$ cat config.mk
export PLATFORM = sky130hd
export DESIGN_NAME = clkmgr_regif
export DESIGN_NICKNAME = d
export VERILOG_FILES = /design/src/rtl/cm_regs_pkg.sv /design/src/rtl/cm_addr_decode.sv /design/src/rtl/cm_reg_bank.sv /design/src/rtl/cm_upd_strobe.sv /design/src/rtl/clkmgr_regif.sv
export SDC_FILE = /design/constraint.sdc
export NUM_CORES = 1
export LEC_CHECK = 0
export BUFFER_PORTS_ARGS = -buffer_cell sky130_fd_sc_hd__buf_2
export CAP_MARGIN = 20
export CORE_AREA = 2 2 345 347
export DETAILED_ROUTE_END_ITERATION = 16
export DIE_AREA = 0 0 347 349
export GPL_TIMING_DRIVEN = 1
export PLACE_DENSITY_LB_ADDON = 0.12
export SLEW_MARGIN = 20
export SYNTH_ARGS = -nofsm -noshare
export SYNTH_HDL_FRONTEND = slang
export SYNTH_SLANG_ARGS = --single-unit
$ cat constraint.sdc
create_clock -name clk -period 1.5 [get_ports clk]
set_input_delay 0.3 -clock clk [delete_from_list [all_inputs] [get_ports clk]]
set_output_delay 0.3 -clock clk [all_outputs]
set_load 0.005 [all_outputs]
$ cat src/rtl/cm_regs_pkg.sv
package cm_regs_pkg;

  localparam int unsigned WORD_W      = 32;
  localparam int unsigned KEY_HI      = 31;
  localparam int unsigned KEY_LO      = 24;
  localparam logic [7:0]  KEY_MAGIC   = 8'h5A;

  // word indices (byte offset / 4)
  localparam int unsigned PLLCFG_BASE = 'h040;
  localparam int unsigned LOCK_WORD   = 'h046;
  localparam int unsigned MUX_BASE    = 'h080;
  localparam int unsigned PLLANA_BASE = 'h400;
  localparam int unsigned CHAN_BASE   = 'h440;

  localparam int unsigned ARST_BIT    = 8;
  localparam int unsigned PDN_BIT     = 16;
  localparam int unsigned LOCK_SHIFT  = 8;

  typedef enum logic [2:0] {
    TGT_NONE, TGT_PLL_CFG, TGT_PLL_ANA, TGT_CHAN, TGT_MUX_CTL, TGT_MUX_DIV, TGT_LOCK
  } tgt_kind_e;

  typedef struct packed {
    tgt_kind_e  kind;
    logic [7:0] idx;
  } tgt_t;

  function automatic logic key_ok(input logic [WORD_W-1:0] d);
    return d[KEY_HI:KEY_LO] == KEY_MAGIC;
  endfunction

  function automatic logic [WORD_W-1:0] key_strip(input logic [WORD_W-1:0] d);
    logic [WORD_W-1:0] r;
    r = d;
    r[KEY_HI:KEY_LO] = '0;
    return r;
  endfunction

  function automatic int unsigned chan_parent(input int unsigned c, input int unsigned n_pll);
    return c % n_pll;
  endfunction

  function automatic logic pll_is_locked(input logic [WORD_W-1:0] cfg,
                                         input logic [WORD_W-1:0] ana);
    return !cfg[ARST_BIT] && !ana[PDN_BIT];
  endfunction

endpackage

$ cat src/rtl/cm_addr_decode.sv
module cm_addr_decode
  import cm_regs_pkg::*;
#(
  parameter int unsigned ADDR_W  = 13,
  parameter int unsigned NUM_PLL = 5,
  parameter int unsigned NUM_CH  = 6,
  parameter int unsigned NUM_MUX = 4
) (
  input  logic [ADDR_W-3:0] widx,
  output tgt_t              tgt
);

  logic [31:0] w;
  logic [31:0] moff;

  always_comb begin
    w        = 32'(widx);
    moff     = w - MUX_BASE;
    tgt.kind = TGT_NONE;
    tgt.idx  = '0;
    if (w >= PLLCFG_BASE && w < PLLCFG_BASE + NUM_PLL) begin
      tgt.kind = TGT_PLL_CFG;
      tgt.idx  = 8'(w - PLLCFG_BASE);
    end else if (w == LOCK_WORD) begin
      tgt.kind = TGT_LOCK;
    end else if (w >= MUX_BASE && w < MUX_BASE + 2 * NUM_MUX) begin
      tgt.kind = moff[0] ? TGT_MUX_DIV : TGT_MUX_CTL;
      tgt.idx  = 8'(moff >> 1);
    end else if (w >= PLLANA_BASE && w < PLLANA_BASE + NUM_PLL) begin
      tgt.kind = TGT_PLL_ANA;
      tgt.idx  = 8'(w - PLLANA_BASE);
    end else if (w >= CHAN_BASE && w < CHAN_BASE + NUM_CH) begin
      tgt.kind = TGT_CHAN;
      tgt.idx  = 8'(w - CHAN_BASE);
    end
  end

endmodule

$ cat src/rtl/cm_reg_bank.sv
module cm_reg_bank
  import cm_regs_pkg::*;
#(
  parameter int unsigned NUM_PLL = 5,
  parameter int unsigned NUM_CH  = 6,
  parameter int unsigned NUM_MUX = 4,
  parameter logic [31:0] ANA_RST = 32'h0001_0000
) (
  input  logic                           clk,
  input  logic                           rst_n,
  input  logic                           we,
  input  tgt_t                           tgt,
  input  logic [WORD_W-1:0]              wval,
  output logic [NUM_PLL-1:0][WORD_W-1:0] cfg_q,
  output logic [NUM_PLL-1:0][WORD_W-1:0] ana_q,
  output logic [NUM_CH-1:0][WORD_W-1:0]  ch_q,
  output logic [NUM_MUX-1:0][WORD_W-1:0] mctl_q,
  output logic [NUM_MUX-1:0][WORD_W-1:0] mdiv_q
);

  always_ff @(posedge clk or negedge rst_n) begin
    if (!rst_n) begin
      for (int p = 0; p < int'(NUM_PLL); p++) begin
        cfg_q[p] <= '0;
        ana_q[p] <= ANA_RST;
      end
    end else if (we) begin
      for (int p = 0; p < int'(NUM_PLL); p++) begin
        if (tgt.idx == 8'(p) && tgt.kind == TGT_PLL_CFG) cfg_q[p] <= wval;
        if (tgt.idx == 8'(p) && tgt.kind == TGT_PLL_ANA) ana_q[p] <= wval;
      end
    end
  end

  always_ff @(posedge clk or negedge rst_n) begin
    if (!rst_n) begin
      for (int c = 0; c < int'(NUM_CH); c++) ch_q[c] <= '0;
    end else if (we && tgt.kind == TGT_CHAN) begin
      for (int c = 0; c < int'(NUM_CH); c++)
        if (tgt.idx == 8'(c)) ch_q[c] <= wval;
    end
  end

  always_ff @(posedge clk or negedge rst_n) begin
    if (!rst_n) begin
      for (int m = 0; m < int'(NUM_MUX); m++) begin
        mctl_q[m] <= '0;
        mdiv_q[m] <= '0;
      end
    end else if (we) begin
      for (int m = 0; m < int'(NUM_MUX); m++) begin
        if (tgt.idx == 8'(m) && tgt.kind == TGT_MUX_CTL) mctl_q[m] <= wval;
        if (tgt.idx == 8'(m) && tgt.kind == TGT_MUX_DIV) mdiv_q[m] <= wval;
      end
    end
  end

endmodule

$ cat src/rtl/cm_upd_strobe.sv
module cm_upd_strobe
  import cm_regs_pkg::*;
#(
  parameter int unsigned NUM_PLL = 5,
  parameter int unsigned NUM_CH  = 6,
  parameter int unsigned NUM_MUX = 4
) (
  input  logic               clk,
  input  logic               rst_n,
  input  logic               we,
  input  tgt_t               tgt,
  output logic [NUM_PLL-1:0] pll_upd,
  output logic [NUM_CH-1:0]  ch_upd,
  output logic [NUM_MUX-1:0] mux_upd
);

  logic [NUM_PLL-1:0] cfg_hit;
  logic [NUM_PLL-1:0] pll_hit;
  logic [NUM_CH-1:0]  ch_hit;
  logic [NUM_MUX-1:0] mux_hit;

  for (genvar p = 0; p < NUM_PLL; p++) begin : g_pll
    assign cfg_hit[p] = we && tgt.kind == TGT_PLL_CFG && tgt.idx == 8'(p);
    assign pll_hit[p] = cfg_hit[p] ||
                        (we && tgt.kind == TGT_PLL_ANA && tgt.idx == 8'(p));
  end

  for (genvar c = 0; c < NUM_CH; c++) begin : g_ch
    localparam int unsigned PAR = chan_parent(c, NUM_PLL);
    assign ch_hit[c] = cfg_hit[PAR] ||
                       (we && tgt.kind == TGT_CHAN && tgt.idx == 8'(c));
  end

  for (genvar m = 0; m < NUM_MUX; m++) begin : g_mux
    assign mux_hit[m] = we && tgt.idx == 8'(m) &&
                        (tgt.kind == TGT_MUX_CTL || tgt.kind == TGT_MUX_DIV);
  end

  always_ff @(posedge clk or negedge rst_n) begin
    if (!rst_n) begin
      pll_upd <= '0;
      ch_upd  <= '0;
      mux_upd <= '0;
    end else begin
      pll_upd <= pll_hit;
      ch_upd  <= ch_hit;
      mux_upd <= mux_hit;
    end
  end

endmodule

$ cat src/rtl/clkmgr_regif.sv
module clkmgr_regif
  import cm_regs_pkg::*;
#(
  parameter int unsigned ADDR_W  = 13,
  parameter int unsigned NUM_PLL = 5,
  parameter int unsigned NUM_CH  = 6,
  parameter int unsigned NUM_MUX = 4,
  parameter logic [31:0] ANA_RST = 32'h0001_0000
) (
  input  logic                      clk,
  input  logic                      rst_n,
  input  logic                      req_valid,
  input  logic                      req_write,
  input  logic [ADDR_W-1:0]         req_addr,
  input  logic [3:0]                req_be,
  input  logic [31:0]               req_wdata,
  output logic                      rd_valid,
  output logic [31:0]               rd_data,
  output logic [NUM_PLL-1:0]        pll_upd,
  output logic [NUM_CH-1:0]         ch_upd,
  output logic [NUM_MUX-1:0]        mux_upd,
  output logic [NUM_PLL-1:0]        pll_lock,
  output logic [NUM_PLL*32-1:0]     pll_cfg_q,
  output logic [NUM_PLL*32-1:0]     pll_ana_q,
  output logic [NUM_CH*32-1:0]      ch_cfg_q,
  output logic [NUM_MUX*32-1:0]     mux_ctl_q,
  output logic [NUM_MUX*32-1:0]     mux_div_q
);

  localparam int unsigned WIDX_W = ADDR_W - 2;

  tgt_t                           tgt;
  logic                           acc_full;
  logic                           key_good;
  logic                           tgt_rw;
  logic                           wr_accept;
  logic                           rd_fire;
  logic [WORD_W-1:0]              rd_word;
  logic [WORD_W-1:0]              lock_word;
  logic [NUM_PLL-1:0][WORD_W-1:0] cfg_q, ana_q;
  logic [NUM_CH-1:0][WORD_W-1:0]  ch_q;
  logic [NUM_MUX-1:0][WORD_W-1:0] mctl_q, mdiv_q;

  cm_addr_decode #(
    .ADDR_W(ADDR_W), .NUM_PLL(NUM_PLL), .NUM_CH(NUM_CH), .NUM_MUX(NUM_MUX)
  ) u_dec (
    .widx (req_addr[ADDR_W-1:2]),
    .tgt  (tgt)
  );

  assign acc_full  = (req_be == 4'hF) && (req_addr[1:0] == 2'b00);
  assign key_good  = key_ok(req_wdata);
  assign tgt_rw    = (tgt.kind != TGT_NONE) && (tgt.kind != TGT_LOCK);
  assign wr_accept = req_valid && req_write && acc_full && key_good && tgt_rw;
  assign rd_fire   = req_valid && !req_write;

  cm_reg_bank #(
    .NUM_PLL(NUM_PLL), .NUM_CH(NUM_CH), .NUM_MUX(NUM_MUX), .ANA_RST(ANA_RST)
  ) u_bank (
    .clk    (clk),
    .rst_n  (rst_n),
    .we     (wr_accept),
    .tgt    (tgt),
    .wval   (key_strip(req_wdata)),
    .cfg_q  (cfg_q),
    .ana_q  (ana_q),
    .ch_q   (ch_q),
    .mctl_q (mctl_q),
    .mdiv_q (mdiv_q)
  );

  cm_upd_strobe #(
    .NUM_PLL(NUM_PLL), .NUM_CH(NUM_CH), .NUM_MUX(NUM_MUX)
  ) u_strb (
    .clk     (clk),
    .rst_n   (rst_n),
    .we      (wr_accept),
    .tgt     (tgt),
    .pll_upd (pll_upd),
    .ch_upd  (ch_upd),
    .mux_upd (mux_upd)
  );

  for (genvar p = 0; p < NUM_PLL; p++) begin : g_lock
    assign pll_lock[p] = pll_is_locked(cfg_q[p], ana_q[p]);
  end

  assign lock_word = WORD_W'(pll_lock) << LOCK_SHIFT;

  always_comb begin
    rd_word = '0;
    unique case (tgt.kind)
      TGT_LOCK: rd_word = lock_word;
      TGT_PLL_CFG, TGT_PLL_ANA:
        for (int p = 0; p < int'(NUM_PLL); p++)
          if (tgt.idx == 8'(p))
            rd_word = (tgt.kind == TGT_PLL_CFG) ? cfg_q[p] : ana_q[p];
      TGT_CHAN:
        for (int c = 0; c < int'(NUM_CH); c++)
          if (tgt.idx == 8'(c)) rd_word = ch_q[c];
      TGT_MUX_CTL, TGT_MUX_DIV:
        for (int m = 0; m < int'(NUM_MUX); m++)
          if (tgt.idx == 8'(m))
            rd_word = (tgt.kind == TGT_MUX_CTL) ? mctl_q[m] : mdiv_q[m];
      default: rd_word = '0;
    endcase
  end

  always_ff @(posedge clk or negedge rst_n) begin
    if (!rst_n) begin
      rd_valid <= 1'b0;
      rd_data  <= '0;
    end else begin
      rd_valid <= rd_fire;
      rd_data  <= (rd_fire && acc_full) ? rd_word : '0;
    end
  end

  assign pll_cfg_q = cfg_q;
  assign pll_ana_q = ana_q;
  assign ch_cfg_q  = ch_q;
  assign mux_ctl_q = mctl_q;
  assign mux_div_q = mdiv_q;

endmodule

After elaboration in Yosys (flattened, before gate mapping)
Cells that the tools add are included.
{"block": "word_totals", "ff_bits": 624, "in_bits": 53}
{"block": "classes", "addsub": 4, "n_lt_le_gt_ge": 8, "eq_ne": 15, "n_mux": 33, "n_reduce_logical": 114}
{"operator": "two-way mux 32 bit", "n": 13}
{"operator": "two-way mux 24 bit", "n": 12}
{"operator": "one-hot mux 32 bit (4 select lines)", "n": 1}
{"operator": "logical AND 1 bit", "n": 62}
{"operator": "AND reduction 2 bit", "n": 24}
{"operator": ">= comparator 11 bit, second input constant", "n": 2}
{"operator": "< comparator 11 bit, second input constant", "n": 2}
{"operator": "two-way mux 11 bit", "n": 2}
{"operator": "two-way mux 10 bit", "n": 2}
{"operator": "equality test 8 x 2 -> 1 bit, second input constant", "n": 2}
{"operator": "equality test 8 x 3 -> 1 bit, second input constant", "n": 2}
{"operator": "subtractor 8 x 7 -> 8 bit, second input constant", "n": 2}
{"operator": "logical OR 1 bit", "n": 12}
{"operator": "equality test 11 x 7 -> 1 bit, second input constant", "n": 1}
{"operator": ">= comparator 11 x 7 -> 1 bit, second input constant", "n": 1}
{"operator": ">= comparator 11 x 8 -> 1 bit, second input constant", "n": 1}
{"operator": "zero test 1 bit", "n": 11}
{"operator": "< comparator 11 x 7 -> 1 bit, second input constant", "n": 1}
{"operator": "< comparator 11 x 8 -> 1 bit, second input constant", "n": 1}
{"operator": "equality test 3 bit, second input constant", "n": 3}
{"operator": "subtractor 9 x 8 -> 9 bit, second input constant", "n": 1}
{"operator": "equality test 8 x 1 -> 1 bit, second input constant", "n": 1}
{"operator": "equality test 8 x 7 -> 1 bit, second input constant", "n": 1}
{"operator": "zero test 8 bit", "n": 1}
{"operator": "other kinds (11)", "n": 13}

Logic depth before layout (Yosys ltp)
{"block": "depth", "depth_word": 16, "depth_mapped": 17, "depth_no_buf": 11}

Modules after synthesis
A second synthesis with hierarchy kept.
{"block": "unflattened", "cells_unflattened": 2923, "area_unflattened_um2": 37831.3}
{"module": "cm_reg_bank", "instances": 1, "cells_per_inst": 1715, "area_each_um2": 28966.5, "seq_area_each_um2": 19224.7}
{"module": "clkmgr_regif", "instances": 1, "cells_per_inst": 1104, "area_each_um2": 7882.6, "seq_area_each_um2": 825.8}
{"module": "cm_upd_strobe", "instances": 1, "cells_per_inst": 48, "area_each_um2": 560.5, "seq_area_each_um2": 375.4}
{"module": "cm_addr_decode", "instances": 1, "cells_per_inst": 56, "area_each_um2": 421.7, "seq_area_each_um2": 0.0}

Worst setup path after synthesis
No wires, ideal clock.
{"block": "synth_path", "path_type": "input -> register", "startpoint": "in req_addr[9]", "endpoint": "reg u_bank.mdiv_q[109] in the netlist's numbering", "setup_time_ps": 125, "arrival_ps": 2996, "required_ps": 1375, "slack_ps": -1620, "stages": 12, "path_buffers": 2, "cell_sequence": "inv_1 -> ha_1 -> or3b_1 -> and4b_1 -> a311o_1 -> nor3_1 -> nand2_2 -> or3_1 -> buf_2 -> nor2_4 -> buf_6 -> mux2_2"}
{"block": "synth_between", "elab_chain_cells": 11}
{"item": "start, declared", "line": "clkmgr_regif.sv:14", "text": "input logic [ADDR_W-1:0] req_addr,"}
{"item": ">= comparator 11 bit or < comparator 11 bit (tied branches)", "line": "cm_addr_decode.sv:32", "text": "end else if (w >= CHAN_BASE && w < CHAN_BASE + NUM_CH) begin"}
{"item": "logical AND 1 bit", "line": "cm_addr_decode.sv:32"}
{"item": "two-way mux 10 bit", "line": "cm_addr_decode.sv:32"}
{"item": "two-way mux 10 bit", "line": "cm_addr_decode.sv:29", "text": "end else if (w >= PLLANA_BASE && w < PLLANA_BASE + NUM_PLL) begin"}
{"item": "two-way mux 11 bit", "line": "cm_addr_decode.sv:26", "text": "end else if (w >= MUX_BASE && w < MUX_BASE + 2 * NUM_MUX) begin"}
{"item": "two-way mux 3 bit", "line": "cm_addr_decode.sv:24", "text": "end else if (w == LOCK_WORD) begin"}
{"item": "two-way mux 11 bit *", "line": "cm_addr_decode.sv:21", "text": "if (w >= PLLCFG_BASE && w < PLLCFG_BASE + NUM_PLL) begin"}
{"item": "inequality test 3 bit or nonzero test 3 bit (tied branches)", "line": "clkmgr_regif.sv:53", "text": "assign tgt_rw = (tgt.kind != TGT_NONE) && (tgt.kind != TGT_LOCK);"}
{"item": "logical AND 1 bit", "line": "clkmgr_regif.sv:53"}
{"item": "logical AND 1 bit", "line": "clkmgr_regif.sv:54", "text": "assign wr_accept = req_valid && req_write && acc_full && key_good && tgt_rw;"}
{"item": "AND reduction 2 bit (no line) *"}
{"item": "end signal, assigned by index", "line": "cm_reg_bank.sv:53", "text": "if (tgt.idx == 8'(m) && tgt.kind == TGT_MUX_DIV) mdiv_q[m] <= wval;"}
{"item": "end, declared", "line": "cm_reg_bank.sv:18", "text": "output logic [NUM_MUX-1:0][WORD_W-1:0] mdiv_q"}
Mark *: on every way between the ends. The rest lies on a longest branch, timed or not.
A chain may end at the register's enable or synchronous reset.

Final worst setup path
{"block": "layout_path", "startpoint": "in req_addr[9]", "endpoint": "reg rd_data[6]"}
{"block": "layout_between", "elab_chain_cells": 16}
{"item": ">= comparator 11 bit or < comparator 11 bit (tied branches)", "line": "cm_addr_decode.sv:32"}
{"item": "logical AND 1 bit", "line": "cm_addr_decode.sv:32"}
{"item": "two-way mux 10 bit", "line": "cm_addr_decode.sv:32"}
{"item": "two-way mux 10 bit", "line": "cm_addr_decode.sv:29"}
{"item": "two-way mux 11 bit", "line": "cm_addr_decode.sv:26"}
{"item": "two-way mux 8 bit or two-way mux 3 bit (tied branches)", "line": "cm_addr_decode.sv:24"}
{"item": "two-way mux 11 bit *", "line": "cm_addr_decode.sv:21"}
{"item": "zero test 8 bit or equality test 3 x 1 -> 1 bit (tied branches)"}
{"item": "two-way mux 24 bit (on tied branches)", "line": "clkmgr_regif.sv:100, clkmgr_regif.sv:97"}
{"item": "two-way mux 32 bit or two-way mux 24 bit (tied branches)", "line": "clkmgr_regif.sv:100, clkmgr_regif.sv:96"}
{"item": "two-way mux 32 bit (on tied branches) (4 in a row)", "line": "clkmgr_regif.sv:100, clkmgr_regif.sv:96"}
{"item": "one-hot mux 32 bit (4 select lines) *", "line": "clkmgr_regif.sv:92", "text": "unique case (tgt.kind)"}
{"item": "two-way mux 32 bit *", "line": "clkmgr_regif.sv:115", "text": "rd_data <= (rd_fire && acc_full) ? rd_word : '0;"}
{"item": "end signal, assigned", "line": "clkmgr_regif.sv:115"}
{"item": "end, declared", "line": "clkmgr_regif.sv:18", "text": "output logic [31:0] rd_data,"}
Marks and branches as above.

==> results_dict.tcl <==
set metrics [dict create \
    status "complete, but fails checks" \
    violations "negative setup slack" \
    syn_area_um2 30200 \
    placed_cells 5036 \
    fillers 11600 \
    crit_path_start_kind "primary input" \
    synth_cells 2559 \
    path_clk_slew_ps 60 \
    io_pins 874 \
    ys_seq_area_frac 0.511 \
    worst_ep_required_time_ps 2010 \
    crit_type "primary input to flip-flop" \
    clock_skew_ps 33.7 \
    synth_edf_count 0 \
    std_cell_rows 126 \
    drive_gt1_frac 0.572 \
    max-clock-path-buffers 3 \
    p_per_area_nw_per_um2 847 \
    pre_cts_ws_ps -2020 \
    drt_iter0_markers 1868 \
    synthDistinctLibCells 79 \
    drt_wl_total_um 164000 \
    start_util 0.257 \
    rsz0062_at_grt "yes" \
    grt_remaining_overflow 0 \
    critPathArrivalTime_ps 3230 \
    ir_drop_v 0.000747 \
    tns_ps -661810 \
    cap_violations 0 \
    clock-sinks 616 \
    core_region_area_um2 117000 \
    whs_ps 87.2 \
    finalMaxSlewViolations 0 \
    clkLatencyLatePin_ps 650 \
    dpl_cell_area_um2 39400 \
    final_core_util 0.391 \
    synth_area_per_cell_um2 11.8 \
    hp-class "primary input to asynchronous set/reset pin" \
    layout_common_cells "buf_2 (666), dfrtp_1 (611), buf_4 (386)" \
    vias 25700 \
    die_h_um 349 \
    ys_seq_elements 616 \
    first_pass_iters 5 \
    grt_pass1_vias 25600 \
    drc_errors 0 \
    routed_via_density 4.83 \
    final_common_cell "buf_2" \
    post-route-period-util 1.81 \
    cts_tree "done" \
    cts_inserted_buffers 80 \
    async_flop_share 1.00 \
    fin_crit_ps 2720 \
    setup_viol 959 \
    p_leak_nw 23.8 \
    grt_max_degree 69 \
    track_usage 0.254 \
    critPathCaptureType "flip-flop" \
    grt_pass1_wl_um 216000 \
    worst_slack_ps -1220 \
    area_growth_pct 52.2 \
    dieWidth_um 347 \
    critical_path_peak_fanout 6 \
    cts-root-buf "clkbuf_16" \
    finalNonFillerCells 5320 \
    cts_max_level 3 \
    nets 3776 \
    fmax_ghz 0.368 \
    stdcell_area_um2 46000 \
    synth_warnings 0 \
    synthFlopType "dfrtp_1" \
    final_hold_viol_count 0 \
    antenna_found_initial 9 \
    die_area_um2 121000 \
    ant_nets 0 \
    io_buffers 673 \
    power_mw 38.9 \
    worst_pin_slew_ps 832 \
    place_congestion 0.878 \
    dp_hpwl_um 113000 \
    drt-wirelength-per-cell_um 30.9 \
    slew_headroom 0.445 \
]
[cell usage after synthesis, types with 11 or more instances]
cell,number,area share
a21o_1,19,0.0047
a211oi_1,43,0.011
o21ai_0,24,0.0040
mux2_1,21,0.0078
mux2_2,535,0.20
and2_1,21,0.0043
mux2_4,20,0.0099
dfrtp_1,611,0.51
a21oi_1,53,0.0088
nand2_1,366,0.045
buf_2,55,0.0091
o21ai_1,20,0.0033
o211ai_1,19,0.0047
o2111ai_1,20,0.0058
mux4_2,20,0.015
nand3_1,53,0.0088
a31oi_1,64,0.013
nor2_1,25,0.0031
buf_1,12,0.0015
and3_1,31,0.0064
buf_6,14,0.0052
clkbuf_1,108,0.013
mux2i_1,31,0.010
nor2_2,11,0.0023
a311oi_1,23,0.0067
buf_4,217,0.054
nor3_1,13,0.0022
[path summary, 6_finish.rpt]
kind	start	cells past startpoint	slack, ps	endpoint
worst min-delay path	rst_n	2	90	u_bank.mctl_q[5]$_DFFE_PN0P_
worst max register to register	u_bank.ana_q[16]$_DFFE_PN1P_	4	-200	rd_data[16]$_DFF_PN0_
min in group clk	req_wdata[5]	3	130	u_bank.mdiv_q[69]$_DFFE_PN0P_
worst max-delay path	req_addr[9]	18	-1220	rd_data[6]$_DFF_PN0_
worst min register to register	u_bank.ana_q[84]$_DFFE_PN0P_	1	520	u_bank.ana_q[84]$_DFFE_PN0P_
max in group asynchronous	rst_n	4	600	u_bank.ch_q[64]$_DFFE_PN0P_
[layout make-up]
cell class,instances,area (um2),area share
flip-flops and latches,616,15400,0.336
multi-input cells,1731,15100,0.328
repair buffers,1285,10800,0.234
clock buffers,116,2300,0.0500
well taps,1536,1920,0.0418
clock inverters,29,407,0.00885
inverters,5,40.0,0.000871
diodes,2,5.00,0.000109
[metal layers]
metal  vias up  wire length, um  track usage
met5         -               32            0
met4         4             3650       0.0581
met3       132            12500       0.0679
met2       913            75100        0.409
met1     13500            72900        0.339
li1      11100                -            -
[repair_timing]
action                                   CTS  global route
setup buffers                             61            36
endpoints found under the setup margin  1225          1219
hold buffers                               2             0
pin swaps                                 43            30
resized for setup                        247           154
hold endpoints to repair                 222             0
gates cloned                              27            24
[state kept, by name, summed over array words and instances, names as in the netlist]
name            count
u_strb.pll_upd      5
u_bank.ana_q      120
u_bank.cfg_q      120
u_strb.mux_upd      4
u_strb.ch_upd       6
u_bank.mctl_q      96
u_bank.ch_q       144
rd_data            24
rd_valid            1
u_bank.mdiv_q      96
[where the power goes]
group	total, mW	switching (mW)	internal [mW]
clock network	20.1	8.17	11.9
registers	16.6	0.00153	16.6
logic	2.25	1.51	0.731
[cells by family (layout without fill, tap and decap cells)]
family                   after synthesis  in the layout  share of synthesized area
flip-flops                           616            616                      0.511
other                                  1            202                   0.000124
AO/OA/AOI/OAI                        332            332                     0.0759
multiplexers                         627            627                      0.242
buffers and inverters                411           1435                     0.0838
adder cells (fa/ha/maj)                4              4                    0.00166
AND/OR/NAND/NOR                      568            568                     0.0856
[critical path, cell delays in order]
cell and delay (ps):
buf_12 120, inv_16 50, ha_4 120, or3b_4 390, and4b_2 250, a311o_1 310
nor3_4 160, buf_6 140, nand2_4 50, buf_6 120, buf_6 120, nor3_4 220
buf_6 170, buf_12 150, nand3_2 70, o211ai_1 160, clkbuf_16 220, o2111ai_2 80
(Power assumes the default switching activity.)
